[src/rtl/lf_pkg.sv]
package lf_pkg;

  typedef enum logic [1:0] {
    ST_IDLE  = 2'd0,
    ST_FETCH = 2'd1,
    ST_REQ   = 2'd2
  } lf_state_e;

  // Strobes sent from control to datapath
  typedef struct packed {
    logic loadFrame;  // latch frame base, clear line position
    logic issue;      // capture next burst address and length
    logic accept;     // advance position past the accepted burst
  } lf_strobe_t;

endpackage

[src/rtl/lf_datapath.sv]
module lf_datapath
  import lf_pkg::*;
#(
  parameter int ADDR_W      = 32,
  parameter int PITCH_W     = 16,
  parameter int DIM_W       = 12,
  parameter int FREE_W      = 9,
  parameter int MAX_BURST   = 128,
  parameter int PAGE_BYTES  = 4096,
  parameter int ENTRY_BYTES = 8
) (
  input  logic                               clk,
  input  logic                               rstN,
  input  lf_strobe_t                         strobe,
  input  logic                               toggleEn,
  input  logic [ADDR_W-1:0]                  baseA,
  input  logic [ADDR_W-1:0]                  baseB,
  input  logic [PITCH_W-1:0]                 pitch,
  input  logic [DIM_W-1:0]                   widthPx,
  input  logic [DIM_W-1:0]                   heightLn,
  input  logic [FREE_W-1:0]                  freeEntries,
  output logic [ADDR_W-1:0]                  reqAddr,
  output logic [$clog2(MAX_BURST+1)-1:0]     reqLen,
  output logic                               frameEnd,
  output logic                               emptyFrame
);

  localparam int LEN_W    = $clog2(MAX_BURST + 1);
  localparam int PAGE_B   = $clog2(PAGE_BYTES);
  localparam int ENTRY_SH = $clog2(ENTRY_BYTES);
  localparam int LB_W     = DIM_W + 1;
  localparam int W_A      = (LB_W > PAGE_B + 1) ? LB_W : PAGE_B + 1;
  localparam int W_B      = (FREE_W + ENTRY_SH > LEN_W) ? FREE_W + ENTRY_SH : LEN_W;
  localparam int CALC_W   = ((W_A > W_B) ? W_A : W_B) + 1;

  logic [ADDR_W-1:0] lineAddr;
  logic [ADDR_W-1:0] curAddr;
  logic [ADDR_W-1:0] addrQ;
  logic [LB_W-1:0]   lineOff;
  logic [LB_W-1:0]   lineBytes;
  logic [LB_W-1:0]   remain;
  logic [DIM_W-1:0]  lineIdx;
  logic [LEN_W-1:0]  lenQ;
  logic              selNext;
  logic              lineDone;
  logic              lastLine;

  logic [CALC_W-1:0] capC, remC, pageC, freeC, minLine, minRoom, lenC;

  always_comb begin
    lineBytes = {widthPx, 1'b0};
    remain    = lineBytes - lineOff;
    curAddr   = lineAddr + ADDR_W'(lineOff);
    capC      = CALC_W'(MAX_BURST);
    remC      = CALC_W'(remain);
    pageC     = CALC_W'(PAGE_BYTES) - CALC_W'(curAddr[PAGE_B-1:0]);
    freeC     = CALC_W'(freeEntries) << ENTRY_SH;
    minLine   = (capC < remC) ? capC : remC;
    minRoom   = (pageC < freeC) ? pageC : freeC;
    lenC      = (minLine < minRoom) ? minLine : minRoom;
  end

  always_comb begin
    lineDone   = (lineOff + LB_W'(lenQ)) == lineBytes;
    lastLine   = lineIdx == (heightLn - DIM_W'(1));
    frameEnd   = lineDone & lastLine;
    emptyFrame = (widthPx == '0) || (heightLn == '0);
  end

  always_ff @(posedge clk) begin
    if (!rstN) begin
      lineAddr <= '0;
      lineOff  <= '0;
      lineIdx  <= '0;
      addrQ    <= '0;
      lenQ     <= '0;
      selNext  <= 1'b0;
    end else begin
      if (strobe.loadFrame) begin
        lineAddr <= selNext ? baseB : baseA;
        selNext  <= toggleEn & ~selNext;
        lineOff  <= '0;
        lineIdx  <= '0;
      end
      if (strobe.issue) begin
        addrQ <= curAddr;
        lenQ  <= LEN_W'(lenC);
      end
      if (strobe.accept) begin
        if (lineDone) begin
          lineOff  <= '0;
          lineIdx  <= lineIdx + DIM_W'(1);
          lineAddr <= lineAddr + ADDR_W'(pitch);
        end else begin
          lineOff <= lineOff + LB_W'(lenQ);
        end
      end
    end
  end

  assign reqAddr = addrQ;
  assign reqLen  = lenQ;

endmodule

[src/rtl/lf_ctrl.sv]
module lf_ctrl
  import lf_pkg::*;
#(
  parameter int FREE_W = 9,
  parameter int THR_W  = 8
) (
  input  logic              clk,
  input  logic              rstN,
  input  logic              frameSync,
  input  logic              syncFalling,
  input  logic              xferEn,
  input  logic [FREE_W-1:0] freeEntries,
  input  logic [THR_W-1:0]  threshold,
  input  logic              reqReady,
  input  logic              frameEnd,
  input  logic              emptyFrame,
  output lf_strobe_t        strobe,
  output logic              reqValid,
  output logic              frameDone
);

  localparam int CMP_W = (FREE_W > THR_W) ? FREE_W : THR_W;

  lf_state_e state, stateNext;
  logic      syncPrev;
  logic      edgeSeen;
  logic      start;
  logic      canIssue;
  logic      doneNext;

  always_comb begin
    edgeSeen = syncFalling ? (syncPrev & ~frameSync) : (~syncPrev & frameSync);
    start    = edgeSeen & xferEn;
    canIssue = xferEn && (freeEntries != '0) &&
               (CMP_W'(freeEntries) >= CMP_W'(threshold));
  end

  always_comb begin
    strobe    = '0;
    stateNext = state;
    doneNext  = 1'b0;
    unique case (state)
      ST_IDLE: begin
        if (start) begin
          strobe.loadFrame = 1'b1;
          if (emptyFrame) doneNext = 1'b1;
          else            stateNext = ST_FETCH;
        end
      end
      ST_FETCH: begin
        if (canIssue) begin
          strobe.issue = 1'b1;
          stateNext    = ST_REQ;
        end
      end
      ST_REQ: begin
        if (reqReady) begin
          strobe.accept = 1'b1;
          if (frameEnd) begin
            doneNext  = 1'b1;
            stateNext = ST_IDLE;
          end else begin
            stateNext = ST_FETCH;
          end
        end
      end
      default: stateNext = ST_IDLE;
    endcase
  end

  always_ff @(posedge clk) begin
    if (!rstN) begin
      state     <= ST_IDLE;
      frameDone <= 1'b0;
      syncPrev  <= 1'b0;
    end else begin
      state     <= stateNext;
      frameDone <= doneNext;
      syncPrev  <= frameSync;
    end
  end

  assign reqValid = (state == ST_REQ);

endmodule

[src/rtl/gfx_line_fetch.sv]
module gfx_line_fetch
  import lf_pkg::*;
#(
  parameter int ADDR_W      = 32,
  parameter int PITCH_W     = 16,
  parameter int DIM_W       = 12,
  parameter int FREE_W      = 9,
  parameter int THR_W       = 8,
  parameter int MAX_BURST   = 128,
  parameter int PAGE_BYTES  = 4096,
  parameter int ENTRY_BYTES = 8
) (
  input  logic                           clk,
  input  logic                           rstN,
  input  logic                           frameSync,
  input  logic                           syncFalling,
  input  logic                           xferEn,
  input  logic                           toggleEn,
  input  logic [ADDR_W-1:0]              baseA,
  input  logic [ADDR_W-1:0]              baseB,
  input  logic [PITCH_W-1:0]             pitch,
  input  logic [DIM_W-1:0]               widthPx,
  input  logic [DIM_W-1:0]               heightLn,
  input  logic [THR_W-1:0]               threshold,
  input  logic [FREE_W-1:0]              freeEntries,
  output logic                           reqValid,
  input  logic                           reqReady,
  output logic [ADDR_W-1:0]              reqAddr,
  output logic [$clog2(MAX_BURST+1)-1:0] reqLen,
  output logic                           frameDone
);

  lf_strobe_t strobe;
  logic       frameEnd;
  logic       emptyFrame;

  lf_ctrl #(
    .FREE_W(FREE_W),
    .THR_W (THR_W)
  ) u_ctrl (
    .clk        (clk),
    .rstN       (rstN),
    .frameSync  (frameSync),
    .syncFalling(syncFalling),
    .xferEn     (xferEn),
    .freeEntries(freeEntries),
    .threshold  (threshold),
    .reqReady   (reqReady),
    .frameEnd   (frameEnd),
    .emptyFrame (emptyFrame),
    .strobe     (strobe),
    .reqValid   (reqValid),
    .frameDone  (frameDone)
  );

  lf_datapath #(
    .ADDR_W     (ADDR_W),
    .PITCH_W    (PITCH_W),
    .DIM_W      (DIM_W),
    .FREE_W     (FREE_W),
    .MAX_BURST  (MAX_BURST),
    .PAGE_BYTES (PAGE_BYTES),
    .ENTRY_BYTES(ENTRY_BYTES)
  ) u_dp (
    .clk        (clk),
    .rstN       (rstN),
    .strobe     (strobe),
    .toggleEn   (toggleEn),
    .baseA      (baseA),
    .baseB      (baseB),
    .pitch      (pitch),
    .widthPx    (widthPx),
    .heightLn   (heightLn),
    .freeEntries(freeEntries),
    .reqAddr    (reqAddr),
    .reqLen     (reqLen),
    .frameEnd   (frameEnd),
    .emptyFrame (emptyFrame)
  );

endmodule

[config.mk]
export PLATFORM = sky130hd
export DESIGN_NAME = gfx_line_fetch
export DESIGN_NICKNAME = d
export VERILOG_FILES = /design/src/rtl/lf_pkg.sv /design/src/rtl/lf_datapath.sv /design/src/rtl/lf_ctrl.sv /design/src/rtl/gfx_line_fetch.sv
export SDC_FILE = /design/constraint.sdc
export NUM_CORES = 1
export LEC_CHECK = 0
export CAP_MARGIN = 40
export CORE_MARGIN = 2
export CORE_UTILIZATION = 50
export CTS_BUF_LIST = sky130_fd_sc_hd__clkbuf_8
export DETAILED_ROUTE_END_ITERATION = 10
export DONT_BUFFER_PORTS = 1
export PLACE_DENSITY = 0.72
export SYNTH_ARGS = -nofsm -noshare
export SYNTH_HDL_FRONTEND = slang
export SYNTH_SLANG_ARGS = --single-unit
[constraint.sdc]
create_clock -name clk -period 15.1 [get_ports clk]
set_clock_uncertainty 0.05 [all_clocks]
set_input_delay 1.51 -clock clk [delete_from_list [all_inputs] [get_ports clk]]
set_output_delay 1.51 -clock clk [all_outputs]
set_load 0.05 [all_outputs]
==> summary.md, run 1 <==
| Metric | Value |
|---|---|
| Async set-or-reset flop fraction in the synthesized netlist | `0` |
| CORE AREA | `roughly 19000 µm²` |
| Skew-Pair Late Insertion Delay | `400 ps` |
| Max-Cap Viols | `0` |
| Root Buffer | `clkbuf_8` |
| Synth Area in Compound Gates | `0.265` |
| Grt ovf | `0` |
| Peak VDD IR | `approximately 0.000042 V` |
| Antenna-violating nets left | `0` |
| N_diodes | `0` |
| Initial core utilization | `0.509` |
| Num CTS Buffers | `9` |
| Number of flops mapped to enable cells by yosys | `0` |
| Critical path class | `reg2reg` |
| Worst Setup End Kind | `flop` |
| Static leakage | `3.73 nW` |
| Die Ht | `approximately 140 µm` |
| Via count | `9155` |
| Iteration-0 DRC count of the detailed router | `about 630` |
| Post-DP HPWL | `~21 mm` |
| Die area | `20200 µm²` |
| Xor-xnor portion of the synthesized cell area | `0.0750` |
| Worst Setup Start Kind | `flop` |
| First-pass GRT wire length | `approximately 43 mm` |
| Register area share after synthesis | `0.214` |
| Worst-path fanout max | `16` |
| Clk slew on worst S/H paths | `about 110 ps` |
| Fmax | `around 0.14 GHz` |
| Status | `finished, final reports clean` |
| Nets@finish | `1419` |
| Row count | `50` |
| Avg Cell Area, Syn | `~7.6 µm²` |
| Final Hold Violating Endpoints | `0` |
| WL final | `around 27 mm` |
| Share of layout cells above drive strength 1 | `0.0512` |
| Simple-Gate Fraction of Synth Area | `0.236` |
| Ys flop type | `dfxtp_1` |
| Power per cell area | `roughly 67 nW/µm²` |
| Drc violations | `0` |
| Synth Area in Adders | `0.113` |
| Worst slew pin tran | `938 ps` |
| Hold_buf cts | `0` |
| Clk sinks | `about 100` |
| Main combinational cell family by area after synthesis | `compound AO/OA/AOI/OAI gates` |
| Vias in the first global route | `about 8300` |
| Gr usage total | `0.266` |
| CTS tree | `yes` |
| Minimum clock period | `around 7300 ps` |
| Flops & latches, synth | `between 100 and 150` |
| Synth cell types | `between 70 and 80` |
| Final Cycle Share | `0.480` |
| Synth Cell Area | `~9500 µm²` |
| Crit-path slowest cell | `a21oi_1` |
| Hold/Removal Path Class | `reg2reg` |
| P&R area growth vs syn | `3.32%` |
| Die Wd | `about 140 µm` |
| Post-CTS Setup Bufs | `0` |
| Vias per cell | `between 6 and 7` |
| Sum Neg Setup Slack | `0 ps` |
| Top Ports | `170` |
| Most used cell, CP | `a21oi_1` |
| First-pass DRT Iterations | `7` |
| RSZ-0062 raised after global routing | `false` |
| # setup viols final | `0` |
| H-tree depth | `3` |
| CTS Buffer Depth | `2` |
| DR WL/cell | `18.8 µm` |
| Hold_ws | `457 ps` |
| # resized after CTS | `0` |
| Req. time, crit path | `15330 ps` |
| Largest net degree at the start of global routing | `48` |
| Fillers | `between 1500 and 2000` |
| Port bufs | `0` |
| CP arrival | `roughly 7500 ps` |
| Mux contribution to synthesized area | `0.0447` |
| Slew margin rel. | `0.373` |
| Final-report max-slew violation count | `0` |
| Yosys warning total | `0` |
| Initial antenna violation count | `0` |
| Mapped Cells | `roughly 1200` |
| GPL Wtd Cong | `~0.94` |
| Max stage delay on crit path | `~660 ps` |
metrics by stage:
step                      utilization  power (mW)  cells  instance area (µm²)  setup WS (ps)
after floorplan                     -       0.449   1253                 9540           9110
after global placement          0.514       0.480   1426                 9610           8250
after detailed placement        0.517       0.485   1430                 9660           8030
after CTS                       0.526       0.655   1446                 9840           7980
after global routing            0.526       0.695   1446                 9840           7180
final                           0.526       0.656   1446                 9840           7850
state kept, by name, summed over array words and instances (netlist names):
name,count
u_dp.lineAddr,32
u_dp.reqAddr,32
u_dp.selNext,1
u_dp.reqLen,8
u_dp.lineIdx,12
u_ctrl.frameDone,1
u_dp.lineOff,13
u_ctrl.syncPrev,1
u_ctrl.state,2
path summary, 6_finish.rpt:
kind                                       start                to  slack (ps)  cells after the start
worst max-delay path             u_dp.lineOff[0]    u_dp.reqLen[1]        7850                     29
worst min-delay path            u_dp.lineIdx[11]  u_dp.lineIdx[11]         460                      1
worst max register to register   u_dp.lineOff[0]    u_dp.reqLen[1]        7850                     29
worst min register to register  u_dp.lineIdx[11]  u_dp.lineIdx[11]         460                      1
cell usage in the layout (no fill, tap or decap), types with 15 or more instances in the layout:
cell type,n
nor2_1,115
nand2_1,110
dfxtp_1,101
a21oi_1,85
ha_1,80
inv_1,55
o21ai_0,47
nand3_1,45
xnor2_1,45
a211oi_1,42
xor2_1,34
mux2i_1,29
o21a_1,27
o211ai_1,27
nor3_1,23
a21o_1,20
and3_1,20
or4_1,19
nor2b_1,18
a31oi_1,18
or3_1,15
nand4_1,15
synth_stat cells (9+ instances only):
library cell	n	area share
xor2_1	34	0.031
and2_1	9	0.0059
a21o_1	20	0.016
nand2b_1	14	0.0092
mux2_2	12	0.014
inv_1	56	0.022
a211oi_1	42	0.033
o211ai_1	27	0.021
nor4_1	14	0.0092
or3_1	15	0.0099
clkbuf_1	48	0.019
a31oi_1	18	0.012
nand4_1	15	0.0099
o21ai_0	47	0.025
xnor2_1	45	0.041
ha_1	80	0.11
or4_1	19	0.015
nor2b_1	18	0.012
buf_2	10	0.0053
nor2_1	116	0.046
o21a_1	27	0.021
a21oi_1	85	0.045
and3_1	20	0.013
nor3_1	23	0.012
mux2i_1	29	0.030
dfxtp_1	102	0.21
o31a_1	11	0.010
nand3_1	45	0.024
nand2_1	110	0.043
worst max-delay path, delay by kind of cell, from the launching register on:
kind	cells	cell delay [ps]
AND/OR/NAND/NOR	9	1690
flip-flops	1	510
adder cells (fa/ha/maj)	4	1210
AO/OA/AOI/OAI	15	3630
buffers and inverters	1	70
power by group:
part           internal (mW)  switching (mW)  leakage [nW]  total, mW
Combinational         0.0780           0.110          2.82      0.188
Sequential             0.276          0.0187         0.826      0.295
Clock                 0.0621           0.111        0.0890      0.173
Total                  0.416           0.240          3.73      0.656
final cells by class:
cell class,instances,area (µm²),area share
Timing Repair Buffer,8,85.1,0.00864
Clock buffer,9,124,0.0126
Multi-Input combinational cell,1030,7030,0.714
Clock inverter,7,56.3,0.00572
Sequential cell,102,2040,0.208
Tap cell,234,293,0.0297
Inverter,56,210,0.0214
kinds of logic (layout without fill, tap and decap cells):
group / count (synthesis) / in the layout
simple gates: 452 / 452
other cells: 2 / 6
buf+inv: 121 / 80
xor+xnor: 80 / 80
compound gates: 367 / 367
mux: 41 / 41
fa+ha+maj: 84 / 84
flops: 102 / 102
layer usage:
metal	global-route usage	vias to the layer above	wire [µm]
met3	0.0616	43	2070
met2	0.408	296	11900
li1	-	4535	-
met4	0.0753	0	569
met5	0	-	0
met1	0.372	4281	12600
Note: power is estimated with default switching activity, not from simulation.
==> run 2: changes to the inputs <==
==> constraint.sdc (replaced) <==
create_clock -name clk -period 6.95 [get_ports clk]
set_clock_uncertainty 0.05 [all_clocks]
set_input_delay 0.695 -clock clk [delete_from_list [all_inputs] [get_ports clk]]
set_output_delay 0.695 -clock clk [all_outputs]
set_load 0.05 [all_outputs]
==> summary.md, run 2 (synthesized netlist as in run 1, its figures left out) <==
| Metric | Value |
|---|---|
| Max-Cap Viols | `0 (unchanged)` |
| Final Total Pwr | `1.49 mW (was 656 µW)` |
| Slew margin rel. | `0.388 (was 0.373)` |
| Final Cycle Share | `0.921 (was 0.480)` |
| Max stage delay on crit path | `570 ps (was 660 ps)` |
| Worst-path fanout max | `11 (was 16)` |
| Hold/Removal Path Class | `in2reg (was reg2reg)` |
| Clk sinks | `102 (unchanged)` |
| Top Family by Delay on Critical Path | `compound AO/OA/AOI/OAI gates (unchanged)` |
| Num CTS Buffers | `9 (unchanged)` |
| CP arrival | `6640 ps (was 7480 ps)` |
| GPL Wtd Cong | `0.900 (was 0.940)` |
| Initial core utilization | `0.509 (unchanged)` |
| Total stage count of the critical path | `30 (was 29)` |
| Req. time, crit path | `7190 ps (was 15330 ps)` |
| Iteration-0 DRC count of the detailed router | `615 (was 632)` |
| Initial antenna violation count | `0 (unchanged)` |
| Static leakage | `3.78 nW (was 3.73 nW)` |
| WL final | `27.4 mm (was 27.2 mm)` |
| Area of the multi-input gates | `7040 µm² (was 7030 µm²)` |
| Top Ports | `170 (unchanged)` |
| First-pass DRT Iterations | `5 (was 7)` |
| Internal reg-to-reg setup slack | `550 ps (was 7850 ps)` |
| Port bufs | `0 (unchanged)` |
| Row count | `50 (unchanged)` |
| Share of layout cells above drive strength 1 | `0.0567 (was 0.0512)` |
| Vias in the first global route | `8377 (was 8284)` |
| Worst slew pin tran | `917 ps (was 938 ps)` |
| Commonest non-fill, non-tap cell in the layout | `nor2_1 (unchanged)` |
| # setup viols final | `0 (unchanged)` |
| Minimum clock period | `6400 ps (was 7250 ps)` |
| RSZ-0062 raised after global routing | `false (unchanged)` |
| CTS tree | `yes (unchanged)` |
| Hold Crit Start | `frameSync (was u_dp.lineIdx[11])` |
| Most frequent cells in the layout | `115 x nor2_1, 110 x nand2_1, 100 x dfxtp_1, 85 x a21oi_1, 80 x ha_1 (was 115 x nor2_1, 110 x nand2_1, 101 x dfxtp_1, 85 x a21oi_1, 80 x ha_1)` |
| Gr usage total | `0.269 (was 0.266)` |
| Die Ht | `142 µm (unchanged)` |
| Peak VDD IR | `0.0000961 V (was 0.0000423 V)` |
| First-pass GRT wire length | `43.6 mm (was 43.1 mm)` |
| Critical Path Start | `u_dp.lineOff[0] (unchanged)` |
| Antenna-violating nets left | `0 (unchanged)` |
| Most used cell, CP | `a21oi_1 (unchanged)` |
| Vias per cell | `6.30 (was 6.33)` |
| Hold_ws | `357 ps (was 457 ps)` |
| Worst slack, placed | `336 ps (was 8030 ps)` |
| Nets@finish | `1424 (was 1419)` |
| H-tree depth | `3 (unchanged)` |
| Sum Neg Setup Slack | `0 ps (unchanged)` |
| Critical path class | `reg2reg (unchanged)` |
| Worst r2r path cells | `30 (was 29)` |
| Status | `finished, final reports clean (unchanged)` |
| Die area | `20200 µm² (unchanged)` |
| Worst setup margin | `550 ps (was 7850 ps)` |
| Clk slew on worst S/H paths | `110 ps (about the same)` |
| CORE AREA | `18700 µm² (unchanged)` |
| DR WL/cell | `18.9 µm (was 18.8 µm)` |
| CTS Buffer Depth | `2 (unchanged)` |
| Power per cell area | `150 nW/µm² (was 66.7 nW/µm²)` |
| Hold_buf cts | `0 (unchanged)` |
| Fillers | `1766 (was 1808)` |
| Worst Setup Start Kind | `flop (unchanged)` |
| Storage element area | `2040 µm² (about the same)` |
| N_diodes | `0 (unchanged)` |
| Skew-Pair Late Insertion Delay | `400 ps (about the same)` |
| Worst Setup End Kind | `flop (unchanged)` |
| Fmax | `0.156 GHz (was 0.138 GHz)` |
| End of the critical path | `u_dp.reqLen[3] (was u_dp.reqLen[1])` |
| P&R area growth vs syn | `4.06% (was 3.32%)` |
| Drc violations | `0 (unchanged)` |
| Root Buffer | `clkbuf_8 (unchanged)` |
| Final core utilization | `0.530 (was 0.526)` |
| Reg2reg end | `u_dp.reqLen[3] (was u_dp.reqLen[1])` |
| Final-report max-slew violation count | `0 (unchanged)` |
| Grt ovf | `0 (unchanged)` |
| Critical R2R Launch | `u_dp.lineOff[0] (unchanged)` |
| Post-DP HPWL | `21.2 mm (was 21.1 mm)` |
| Die Wd | `142 µm (unchanged)` |
| Final Hold Violating Endpoints | `0 (unchanged)` |
| Crit-path slowest cell | `or4_1 (was a21oi_1)` |
| Buf/Inv on CP | `3 (was 1)` |
| Largest net degree at the start of global routing | `50 (was 48)` |
| Via count | `9143 (was 9155)` |
==> run 2: how the worst min path moves through the flow <==
stage                   endpoint  slack [ps]  cells past startpoint
2_1_floorplan   u_dp.lineIdx[11]         400                      1
3_3_place_gp    u_dp.lineIdx[11]         440                      1
4_1_cts        u_dp.lineAddr[12]         350                      1
5_1_grt        u_dp.lineAddr[10]         340                      1
3_5_place_dp    u_dp.lineIdx[11]         430                      1
6_report         u_ctrl.syncPrev         360                      1
==> run 2: worst register-to-register path, delay by kind of cell, from the launching register on <==
kind / cells / cell delay [ps]
multiplexers: 1 / 340
buffers and inverters: 3 / 410
adder cells (fa/ha/maj): 4 / 1120
flip-flops: 1 / 420
AO/OA/AOI/OAI: 13 / 2200
AND/OR/NAND/NOR: 9 / 1740
==> run 2: layout make-up <==
type / instances / share of cell area
Multi-Input combinational cell: 1030 / 0.710
Sequential cell: 102 / 0.206
Tap cell: 234 / 0.0295
Inverter: 56 / 0.0212
Clock buffer: 9 / 0.0125
Timing Repair Buffer: 13 / 0.0119
Clock inverter: 7 / 0.00871
==> run 2: power breakdown <==
| group | switching, mW | leakage [nW] | internal, mW | total (mW) |
|---|---|---|---|---|
| Clock | 0.248 | 0.105 | 0.172 | 0.421 |
| Combinational | 0.245 | 2.84 | 0.186 | 0.430 |
| Sequential | 0.0404 | 0.827 | 0.600 | 0.641 |
==> run 2: what timing repair did <==
| item | CTS | global route |
|---|---|---|
| endpoints found under the setup margin | 0 | 8 |
| buffers inserted | 0 | 3 |
| resized for setup | 0 | 3 |
==> run 2: routing by layer <==
metal / vias up / global-route usage / part of all wire / wire [µm]
met1: 4228 / 0.375 / 0.45 / 12300
met5: - / 0 / 0 / 0
met2: 338 / 0.420 / 0.44 / 12200
met3: 36 / 0.0508 / 0.084 / 2290
met4: 0 / 0.0800 / 0.023 / 643
li1: 4541 / - / - / -
==> run 2: stage by stage <==
step	std cells	cell area (µm²)
finish	1451	9910
detailed placement	1432	9670
global route	1451	9910
floorplan	1253	9540
global placement	1430	9640
CTS	1448	9880
